### config.mk
export PLATFORM = sky130hd
export DESIGN_NAME = mux_bus_mem_target
export DESIGN_NICKNAME = d
export VERILOG_FILES = /design/src/rtl/mbt_pkg.sv /design/src/rtl/mbt_sequencer.sv /design/src/rtl/mbt_storage.sv /design/src/rtl/mbt_beat_drive.sv /design/src/rtl/mux_bus_mem_target.sv
export SDC_FILE = /design/constraint.sdc
export NUM_CORES = 1
export LEC_CHECK = 0
export BUFFER_PORTS_ARGS = -buffer_cell sky130_fd_sc_hd__clkbuf_2
export CORE_ASPECT_RATIO = 0.7
export CORE_UTILIZATION = 25
export CTS_CLUSTER_SIZE = 12
export DETAILED_ROUTE_END_ITERATION = 10
export PLACE_DENSITY = 0.47
export SYNTH_ARGS = -nofsm -noshare
export SYNTH_HDL_FRONTEND = slang
export SYNTH_HIERARCHICAL = 1
export SYNTH_SLANG_ARGS = --single-unit
### constraint.sdc
create_clock -name clk -period 44.2 [get_ports clk]
set_input_delay 2.21 -clock clk [delete_from_list [all_inputs] [get_ports clk]]
set_output_delay 2.21 -clock clk [all_outputs]
set_load 0.1 [all_outputs]
### src/rtl/mbt_pkg.sv
package mbt_pkg;
  typedef enum logic [1:0] {
    PH_IDLE    = 2'd0,
    PH_ACCESS  = 2'd1,
    PH_BEAT_LO = 2'd2,
    PH_BEAT_HI = 2'd3
  } mbt_phase_e;
endpackage

### src/rtl/mbt_sequencer.sv
module mbt_sequencer
  import mbt_pkg::*;
#(
  parameter int WAIT_CYC = 5
) (
  input  logic       clk,
  input  logic       rst_n,
  input  logic       req_i,
  output mbt_phase_e phase_o,
  output logic       accept_o,
  output logic       capture_o
);
  localparam int CNT_W = (WAIT_CYC > 1) ? $clog2(WAIT_CYC) : 1;
  localparam logic [CNT_W-1:0] LAST = CNT_W'(WAIT_CYC - 1);

  mbt_phase_e       phase_q, phase_d;
  logic [CNT_W-1:0] cnt_q, cnt_d;

  always_comb begin
    phase_d = phase_q;
    cnt_d   = cnt_q;
    unique case (phase_q)
      PH_IDLE: if (req_i) begin
        phase_d = PH_ACCESS;
        cnt_d   = '0;
      end
      PH_ACCESS: begin
        if (cnt_q == LAST) phase_d = PH_BEAT_LO;
        else               cnt_d   = cnt_q + 1'b1;
      end
      PH_BEAT_LO: phase_d = PH_BEAT_HI;
      PH_BEAT_HI: phase_d = PH_IDLE;
      default:    phase_d = PH_IDLE;
    endcase
  end

  always_ff @(posedge clk or negedge rst_n) begin
    if (!rst_n) begin
      phase_q <= PH_IDLE;
      cnt_q   <= '0;
    end else begin
      phase_q <= phase_d;
      cnt_q   <= cnt_d;
    end
  end

  assign phase_o   = phase_q;
  assign accept_o  = (phase_q == PH_IDLE) && req_i;
  assign capture_o = (phase_q == PH_ACCESS) && (cnt_q == LAST);

  // Independent count of access cycles, used to check the wait length.
  logic [7:0] chk_acc_q;
  always_ff @(posedge clk or negedge rst_n) begin
    if (!rst_n)                     chk_acc_q <= '0;
    else if (phase_q == PH_ACCESS)  chk_acc_q <= chk_acc_q + 8'd1;
    else                            chk_acc_q <= '0;
  end

  // exactly WAIT_CYC access cycles precede the first beat
  a_r3_wait_len: assert property (@(posedge clk) disable iff (!rst_n)
    (phase_q == PH_BEAT_LO) |-> (chk_acc_q == 8'(WAIT_CYC)));
  // an idle request starts the access wait
  a_r2_accept: assert property (@(posedge clk) disable iff (!rst_n)
    (phase_q == PH_IDLE && req_i) |=> (phase_q == PH_ACCESS));
  // the high beat is always the last busy cycle
  a_r7_free_after_hi: assert property (@(posedge clk) disable iff (!rst_n)
    (phase_q == PH_BEAT_HI) |=> (phase_q == PH_IDLE));
  // busy phases never jump back to access
  a_r7_no_restart: assert property (@(posedge clk) disable iff (!rst_n)
    (phase_q == PH_BEAT_LO) |=> (phase_q == PH_BEAT_HI));
endmodule

### src/rtl/mbt_storage.sv
module mbt_storage #(
  parameter int DEPTH  = 16,
  parameter int HALF_W = 32,
  localparam int IDX_W = (DEPTH > 1) ? $clog2(DEPTH) : 1
) (
  input  logic                clk,
  input  logic                rst_n,
  input  logic                wr_lo_i,
  input  logic                wr_hi_i,
  input  logic [IDX_W-1:0]    idx_i,
  input  logic [HALF_W-1:0]   wdata_i,
  input  logic                capture_i,
  output logic [2*HALF_W-1:0] rd_word_o
);
  logic [2*HALF_W-1:0] mem_q [DEPTH];
  logic [2*HALF_W-1:0] rd_q;

  always_ff @(posedge clk or negedge rst_n) begin
    if (!rst_n) begin
      for (int i = 0; i < DEPTH; i++) mem_q[i] <= '0;
    end else begin
      if (wr_lo_i) mem_q[idx_i][HALF_W-1:0]        <= wdata_i;
      if (wr_hi_i) mem_q[idx_i][2*HALF_W-1:HALF_W] <= wdata_i;
    end
  end

  always_ff @(posedge clk or negedge rst_n) begin
    if (!rst_n)         rd_q <= '0;
    else if (capture_i) rd_q <= mem_q[idx_i];
  end

  assign rd_word_o = rd_q;

  // the two halves of a word are never written in the same cycle
  a_r5_one_half: assert property (@(posedge clk) disable iff (!rst_n)
    !(wr_lo_i && wr_hi_i));
endmodule

### src/rtl/mbt_beat_drive.sv
module mbt_beat_drive
  import mbt_pkg::*;
#(
  parameter int HALF_W = 32
) (
  input  mbt_phase_e          phase_i,
  input  logic                is_write_i,
  input  logic [2*HALF_W-1:0] rd_word_i,
  output logic [HALF_W-1:0]   bus_ad_o,
  output logic                oe_o,
  output logic                ready_o
);
  logic in_beat;

  always_comb begin
    in_beat  = (phase_i == PH_BEAT_LO) || (phase_i == PH_BEAT_HI);
    oe_o     = in_beat && !is_write_i;
    ready_o  = oe_o;
    bus_ad_o = '0;
    if (oe_o) begin
      bus_ad_o = (phase_i == PH_BEAT_HI) ? rd_word_i[2*HALF_W-1:HALF_W]
                                         : rd_word_i[HALF_W-1:0];
    end
  end
endmodule

### src/rtl/mux_bus_mem_target.sv
module mux_bus_mem_target
  import mbt_pkg::*;
#(
  parameter int BUS_W    = 32,
  parameter int DEPTH    = 16,
  parameter int WAIT_CYC = 5
) (
  input  logic             clk,
  input  logic             rst_n,
  input  logic             bus_valid_i,
  input  logic             bus_write_i,
  input  logic [BUS_W-1:0] bus_ad_i,
  output logic [BUS_W-1:0] bus_ad_o,
  output logic             bus_ad_oe_o,
  output logic             tgt_ready_o
);
  localparam int IDX_W  = (DEPTH > 1) ? $clog2(DEPTH) : 1;
  localparam int IDX_LO = 3;

  // Reset: asserted at once, released on the clock
  logic [1:0] rst_sync_q;
  logic       rst_n_s;
  always_ff @(posedge clk or negedge rst_n) begin
    if (!rst_n) rst_sync_q <= 2'b00;
    else        rst_sync_q <= {rst_sync_q[0], 1'b1};
  end
  assign rst_n_s = rst_sync_q[1];

  mbt_phase_e          phase;
  logic                accept, capture;
  logic [IDX_W-1:0]    idx_q;
  logic                wr_q;
  logic [2*BUS_W-1:0]  rd_word;
  logic                wr_lo, wr_hi;

  mbt_sequencer #(.WAIT_CYC(WAIT_CYC)) seq_i (
    .clk       (clk),
    .rst_n     (rst_n_s),
    .req_i     (bus_valid_i),
    .phase_o   (phase),
    .accept_o  (accept),
    .capture_o (capture)
  );

  // Request register, loaded only in the address cycle
  always_ff @(posedge clk or negedge rst_n_s) begin
    if (!rst_n_s) begin
      idx_q <= '0;
      wr_q  <= 1'b0;
    end else if (accept) begin
      idx_q <= bus_ad_i[IDX_LO +: IDX_W];
      wr_q  <= bus_write_i;
    end
  end

  assign wr_lo = wr_q && bus_valid_i && (phase == PH_BEAT_LO);
  assign wr_hi = wr_q && bus_valid_i && (phase == PH_BEAT_HI);

  mbt_storage #(.DEPTH(DEPTH), .HALF_W(BUS_W)) mem_i (
    .clk       (clk),
    .rst_n     (rst_n_s),
    .wr_lo_i   (wr_lo),
    .wr_hi_i   (wr_hi),
    .idx_i     (idx_q),
    .wdata_i   (bus_ad_i),
    .capture_i (capture),
    .rd_word_o (rd_word)
  );

  mbt_beat_drive #(.HALF_W(BUS_W)) drv_i (
    .phase_i    (phase),
    .is_write_i (wr_q),
    .rd_word_i  (rd_word),
    .bus_ad_o   (bus_ad_o),
    .oe_o       (bus_ad_oe_o),
    .ready_o    (tgt_ready_o)
  );

  // read beats come as an adjacent pair
  a_r4_beat_pair: assert property (@(posedge clk) disable iff (!rst_n_s)
    $rose(tgt_ready_o) |=> tgt_ready_o);
  // ready never lasts three cycles
  a_r4_two_only: assert property (@(posedge clk) disable iff (!rst_n_s)
    (tgt_ready_o && $past(tgt_ready_o)) |=> !tgt_ready_o);
  // the target stays off the lines during a write transaction
  a_r5_write_quiet: assert property (@(posedge clk) disable iff (!rst_n_s)
    (wr_q && phase != PH_IDLE) |-> !bus_ad_oe_o);
  // undriven output is zero
  a_r8_quiet_zero: assert property (@(posedge clk) disable iff (!rst_n_s)
    !bus_ad_oe_o |-> (bus_ad_o == '0));
  // request register holds through a transaction
  a_r7_idx_hold: assert property (@(posedge clk) disable iff (!rst_n_s)
    (phase != PH_IDLE && $past(phase) != PH_IDLE) |-> $stable(idx_q));
endmodule

* After elaboration in Yosys (flattened, before gate mapping)
Cells that the tools add are included.
** Storage, ports and cells
- Input port bits :: 36
- Output and inout port bits :: 34
- Bits in registers :: 1100
- Word-level logic and storage cells :: 65
** Operators by class
- Mux-type cells :: 19
- Equal/unequal tests :: 7
- Reductions and logical operators :: 13
- Order comparisons :: 2
- Add/subtract/negate cells :: 1
- Bitwise logic cells :: 1
** Operators by type and width (count)
- bitwise mux 1024 bit :: 2
- 2-to-1 mux 1024 bit :: 2
- demux 64 bit (select 4 bit) :: 2
- binary-select mux 64 bit (select 4 bit) :: 1
- 2-to-1 mux 64 bit :: 3
- 2-to-1 mux 32 bit :: 3
- case mux 2 bit (4 select lines) :: 1
- logical AND 1 bit :: 7
- 2-to-1 mux 3 bit :: 2
- inequality test 2 bit, second input constant :: 3
- case mux 3 bit (2 select lines) :: 1
- >= comparator 5 bit, second input constant :: 1
- < comparator 5 x 1 -> 1 bit, second input constant :: 1
- NOT 4 -> 5 bit :: 1
- == test 2 bit, second input constant :: 2
- 2-to-1 mux 2 bit :: 2
- adder 3 x 1 -> 3 bit, second input constant :: 1
- == test 3 bit, second input constant :: 1
- AND reduction 3 bit :: 1
- == test 2 x 1 -> 1 bit, second input constant :: 1
- zero test 2 bit :: 1
- AND reduction 2 bit :: 1
- nonzero test 2 bit :: 1
- zero test 1 bit :: 1
- logical OR 1 bit :: 1

* Depth between registers and ports, before layout
- Word-level depth :: 9
- Gate-level depth with buffers :: 8
- Gate-level depth less buffers :: 5

* Hierarchy
The synthesis kept the hierarchy.
** By module, submodules not included
- mbt_storage :: cells each 3393, instances 1, area each 48582.8 µm², seq. area each 27226.1 µm²
- mbt_beat_drive :: cells each 75, instances 1, area each 568.0 µm², seq. area each 0.0 µm²
- mbt_sequencer :: cells each 38, instances 1, area each 364.1 µm², seq. area each 125.1 µm²
- mux_bus_mem_target :: cells each 15, instances 1, area each 254.0 µm², seq. area each 175.2 µm²

* Worst setup path before layout
Ideal clock, no wire load.
- Kind :: register -> output
- From :: register seq_i.phase_q[0] (netlist: seq_i/phase_o[0])
- To :: output port bus_ad_o[0]
- Cell stages (with the launch flop) :: 5
- Path slack :: 39.936 ns
- Buffers on the path :: 2
- Arrival :: 2.054 ns
- Required time :: 41.990 ns
- Cells stage by stage :: dfrtp_1 buf_6 buf_12 mux2i_1 nor2_1
** On the way
- Word-level cells in the longest chain between the ends :: 4
- Elaborated cells on any way between the ends :: 6
- Those cells by class :: eq/ne: 2; mux: 2; reduce/logical: 2
** RTL lines
- from (decl) :: line mbt_sequencer.sv:16 : mbt_phase_e phase_q, phase_d;
- from (signal assigned) :: line mbt_sequencer.sv:42 : phase_q <= phase_d;
- == test 2 bit, on equally long branches :: line mbt_beat_drive.sv:16, mbt_beat_drive.sv:21
- logical OR 1 bit :: line mbt_beat_drive.sv:16 : in_beat = (phase_i == PH_BEAT_LO) || (phase_i == PH_BEAT_HI);
- logical AND 1 bit :: line mbt_beat_drive.sv:17 : oe_o = in_beat && !is_write_i;
- 2-to-1 mux 32 bit (*) :: line mbt_beat_drive.sv:20 : if (oe_o) begin
- to (decl) :: line mux_bus_mem_target.sv:13 : output logic [BUS_W-1:0] bus_ad_o,
Every way passes the cells marked *; elsewhere a longest branch is shown, timed or not.

* Final worst setup path
- From :: register seq_i.phase_q[0] (netlist: seq_i/phase_o[0])
- To :: output port bus_ad_o[23]
Same word-level chain as after synthesis.

==> metrics.yaml <==
logic_synthesis:
  postSynthCellCount: 3521
  ys_seq_area_frac: 0.553
  synth_adder_area_share: 0.00151
  synth_simple_gate_area_share: 0.0214
  ys.warnings.count: 6
  synth_top_family_by_area: "multiplexers"
  syn_area_per_cell_sq_um: 14.1
  synth_edf_count: 0
  synth_cell_types: 46
  synth_fp_nets: 3563
  syn_area_sq_um: 49800
  proportion_of_synthesized_flip_flops_having_asynchronous_set_or_reset: 1.00
  synth_flop_cell: "sky130_fd_sc_hd__dfrtp_1"
  area_fraction_in_compound_gates_after_synthesis: 0.0424
  synth-xor-area-share: 0
  synth-seq-cells: 1100
  mux_cell_area_share_after_synthesis: 0.346
placement:
  gpl.final_weighted_congestion: 0.705
  placed_area_sq_um: 52400
  portBuffers: 69
  placement.setup.worst_slack_ns: 39.32
  place_hpwl_mm: 81.9
  post-place-cells: 5939
power_and_ir_drop:
  intPower_w: 0.00247
  leakage_power_figure_nw: 26.2
  seq_power_share: 0.439
  pwr_density_cell_nw_per_um2: 68.0
  power.net_switching_w: 0.00131
  power.combinational.fraction: 0.325
  power.share.switching: 0.347
  share_clk_of_total_power: 0.235
  vdd_drop_max_v: 0.0000468
sta:
  tightestPinTransition_ns: 1.10
  slew-limit-headroom: 0.265
  timing.final.max_slew_violations: 0
  finalWorstSetupSlack_ns: 38.94
  setup_viol: 0
  fin_setup_tns_ns: 0
  unrepaired_setup_endpoints_after_global_routing: "no"
  finalHoldViolCount: 0
  clock-skew-final_ns: 0.0367
  finalCritPeriodShare: 0.119
  fmax_mhz: 190
  finalCriticalPeriod_ns: 5.26
outcome:
  status: "finished, final reports clean"
worst_setup_path:
  critPathMaxFanout: 20
  crit_arrival_ns: 3.05
  crit-reg2reg-launch: "rst_sync_q[1]"
  r2r_slack_ns: 39.70
  critPathLaunchType: "flip-flop"
  r2r_path_end: "mem_i/mem_q[304]"
  critical_path.endpoint_type: "primary output"
  worstRegToRegCells: 4
  timing.setup.critical_path_class: "reg -> out"
  worst_path_required_time_ns: 41.99
worst_hold_path:
  worst_min_delay_path_class: "reg -> reg"
  holdPathEnd: "rst_sync_q[1]"
  worst_hold_startpoint: "rst_sync_q[0]"
  hold_depth: 0
clock_network:
  ctsResizeCount: 0
  postCtsSetupBuffers: 0
  cts_hold_buf: 0
  numCtsBuffers: 108
  htreeDepth: 3
  cts.path.max_buffers: 3
  clock_tree_from_tritoncts: "yes"
  clock_tree_sinks: 1100
  insertion_delay_ns: 0.72
  clk_transition_reported_paths_ns: 0.06
  cts-root-buf: "sky130_fd_sc_hd__clkbuf_16"
layout:
  syn_to_final_growth_pct: 11.9
  drive_above_1_share: 0.359
  fin_area_sq_um: 55700
  post-route-util: 0.283
  layout.nets: 3469
  final_cells: 6117
die:
  floorplan.die.height_um: 375
  placement_row_count: 136
  io-pin-count: 70
  initial_utilization: 0.253
  die_width_um: 535
  fp.coreArea_sq_um: 197000
  area_of_the_die_sq_um: 201000
global_routing:
  grt-ovfl-total: 0
  antenna_violations_before_repair: 1
  globalRouteTotalUtil: 0.145
  grt_start_max_net_pins: 158
  wire_length_of_the_first_global_routing_pass_mm: 218
  grt_pass1_vias: 30299
route:
  route.antenna.remaining_nets: 0
  avgRoutedWirePerCell_um: 23.8
  viasPerCell: 4.76
  via_count: 29097
  drcViolationCount: 0
  detailedRoute.firstPassIterationCount: 4
  drt_wl_total_mm: 146
  drtIter0Drc: 1791
flow_run:
  cap_violations: 0
-- layout by cell type, fill, tap and decap left out, types with 62 or more instances in the layout --
| cell | netlist | routed |
|---|---|---|
| sky130_fd_sc_hd__mux4_2 | 64 | 64 |
| sky130_fd_sc_hd__buf_4 | 35 | 62 |
| sky130_fd_sc_hd__a221oi_1 | 64 | 64 |
| sky130_fd_sc_hd__mux2_2 | 863 | 863 |
| sky130_fd_sc_hd__clkbuf_16 | 0 | 109 |
| sky130_fd_sc_hd__clkbuf_2 | 1 | 69 |
| sky130_fd_sc_hd__dfrtp_1 | 1100 | 1094 |
| sky130_fd_sc_hd__a31oi_1 | 64 | 64 |
| sky130_fd_sc_hd__o22ai_1 | 128 | 128 |
| sky130_fd_sc_hd__nor2_1 | 178 | 164 |
| sky130_fd_sc_hd__mux2i_1 | 417 | 417 |
| sky130_fd_sc_hd__o21ai_1 | 62 | 62 |
| sky130_fd_sc_hd__mux2_1 | 166 | 166 |
-- synthesized netlist by cell type, types with 6 or more instances --
library cell,count,area share
sky130_fd_sc_hd__o22ai_1,128,0.016
sky130_fd_sc_hd__nand2_1,10,0.00075
sky130_fd_sc_hd__mux2i_1,417,0.084
sky130_fd_sc_hd__dfrtp_1,1100,0.55
sky130_fd_sc_hd__nor2_1,178,0.013
sky130_fd_sc_hd__buf_4,35,0.0053
sky130_fd_sc_hd__a31oi_1,64,0.0080
sky130_fd_sc_hd__buf_6,17,0.0038
sky130_fd_sc_hd__buf_1,9,0.00068
sky130_fd_sc_hd__o21ai_1,62,0.0062
sky130_fd_sc_hd__mux2_2,863,0.20
sky130_fd_sc_hd__mux2_1,166,0.038
sky130_fd_sc_hd__nand2b_1,7,0.00088
sky130_fd_sc_hd__inv_1,6,0.00045
sky130_fd_sc_hd__buf_2,137,0.014
sky130_fd_sc_hd__mux4_2,64,0.029
sky130_fd_sc_hd__a221oi_1,64,0.011
sky130_fd_sc_hd__clkbuf_1,136,0.010
sky130_fd_sc_hd__ha_1,6,0.0015
-- worst max-delay path, cell delays in order, from the launching register on --
cell and delay, ns:
sky130_fd_sc_hd__dfrtp_4 0.67, sky130_fd_sc_hd__buf_4 0.58, sky130_fd_sc_hd__mux2i_1 0.50, sky130_fd_sc_hd__nor2_1 0.14
sky130_fd_sc_hd__clkbuf_2 0.42
-- cells by family (layout without fill, tap and decap cells) --
kind of cell    after synthesis  after routing
mux                        1511           1511
fa+ha+maj                     6              6
buf+inv                     344            311
flops                      1100           1100
other cells                   1              8
simple gates                234            234
compound gates              325            325
-- cell type report --
| class | instances | area, sq um |
|---|---|---|
| antenna | 7 | 17.5 |
| clock buffer | 160 | 3090 |
| clock inverter | 11 | 159 |
| fill | 20081 | 141000 |
| inverter | 6 | 22.5 |
| multi-input combinational | 2077 | 20700 |
| sequential | 1100 | 27500 |
| tap | 2622 | 3280 |
| timing repair buffer | 134 | 871 |
-- stage by stage --
stage | power (W) | hold slack [ns]
floorplan | 0.00259 | 0.331
global route | 0.00401 | 0.362
CTS | 0.00383 | 0.351
global placement | 0.00290 | 0.333
finish | 0.00378 | 0.351
detailed placement | 0.00293 | 0.336
-- routing by layer --
metal | up-vias | GRT usage | part of all wire
met4 | 0 | 0.0236 | 0.013
met2 | 414 | 0.210 | 0.42
met5 | - | 0 | 0
met1 | 15873 | 0.225 | 0.53
li1 | 12669 | - | -
met3 | 141 | 0.0242 | 0.038
-- power by group through the flow --
stage                     Combinational [W]  Clock [W]  Sequential, W
after floorplan                    0.000994          0        0.00160
after global placement              0.00123          0        0.00167
after detailed placement            0.00125          0        0.00168
after CTS                           0.00125   0.000920        0.00166
after global routing                0.00133   0.000962        0.00172
final                               0.00123   0.000891        0.00166
-- worst max-delay path by stage --
stage                      from  depth (start not counted)                to  slack [ns]
2_1_floorplan     rst_sync_q[1]                          0          idx_q[0]       11.27
3_3_place_gp        bus_valid_i                          6  mem_i/mem_q[584]       39.35
3_5_place_dp        bus_valid_i                          6  mem_i/mem_q[586]       39.32
4_1_cts        seq_i/phase_o[0]                          4      bus_ad_o[22]       38.81
5_1_grt        seq_i/phase_o[0]                          4      bus_ad_o[22]       38.79
6_report       seq_i/phase_o[0]                          4      bus_ad_o[23]       38.94
-- sequential cells by signal, indices dropped and copies added, names as in the netlist --
signal and cells:
mem_i/mem_q 1024, mem_i/rd_word_o 64, seq_i/phase_o 2, seq_i/cnt_q 3, idx_q 4, wr_q 1, rst_sync_q 2
Note: power is estimated with default switching activity, not from simulation.
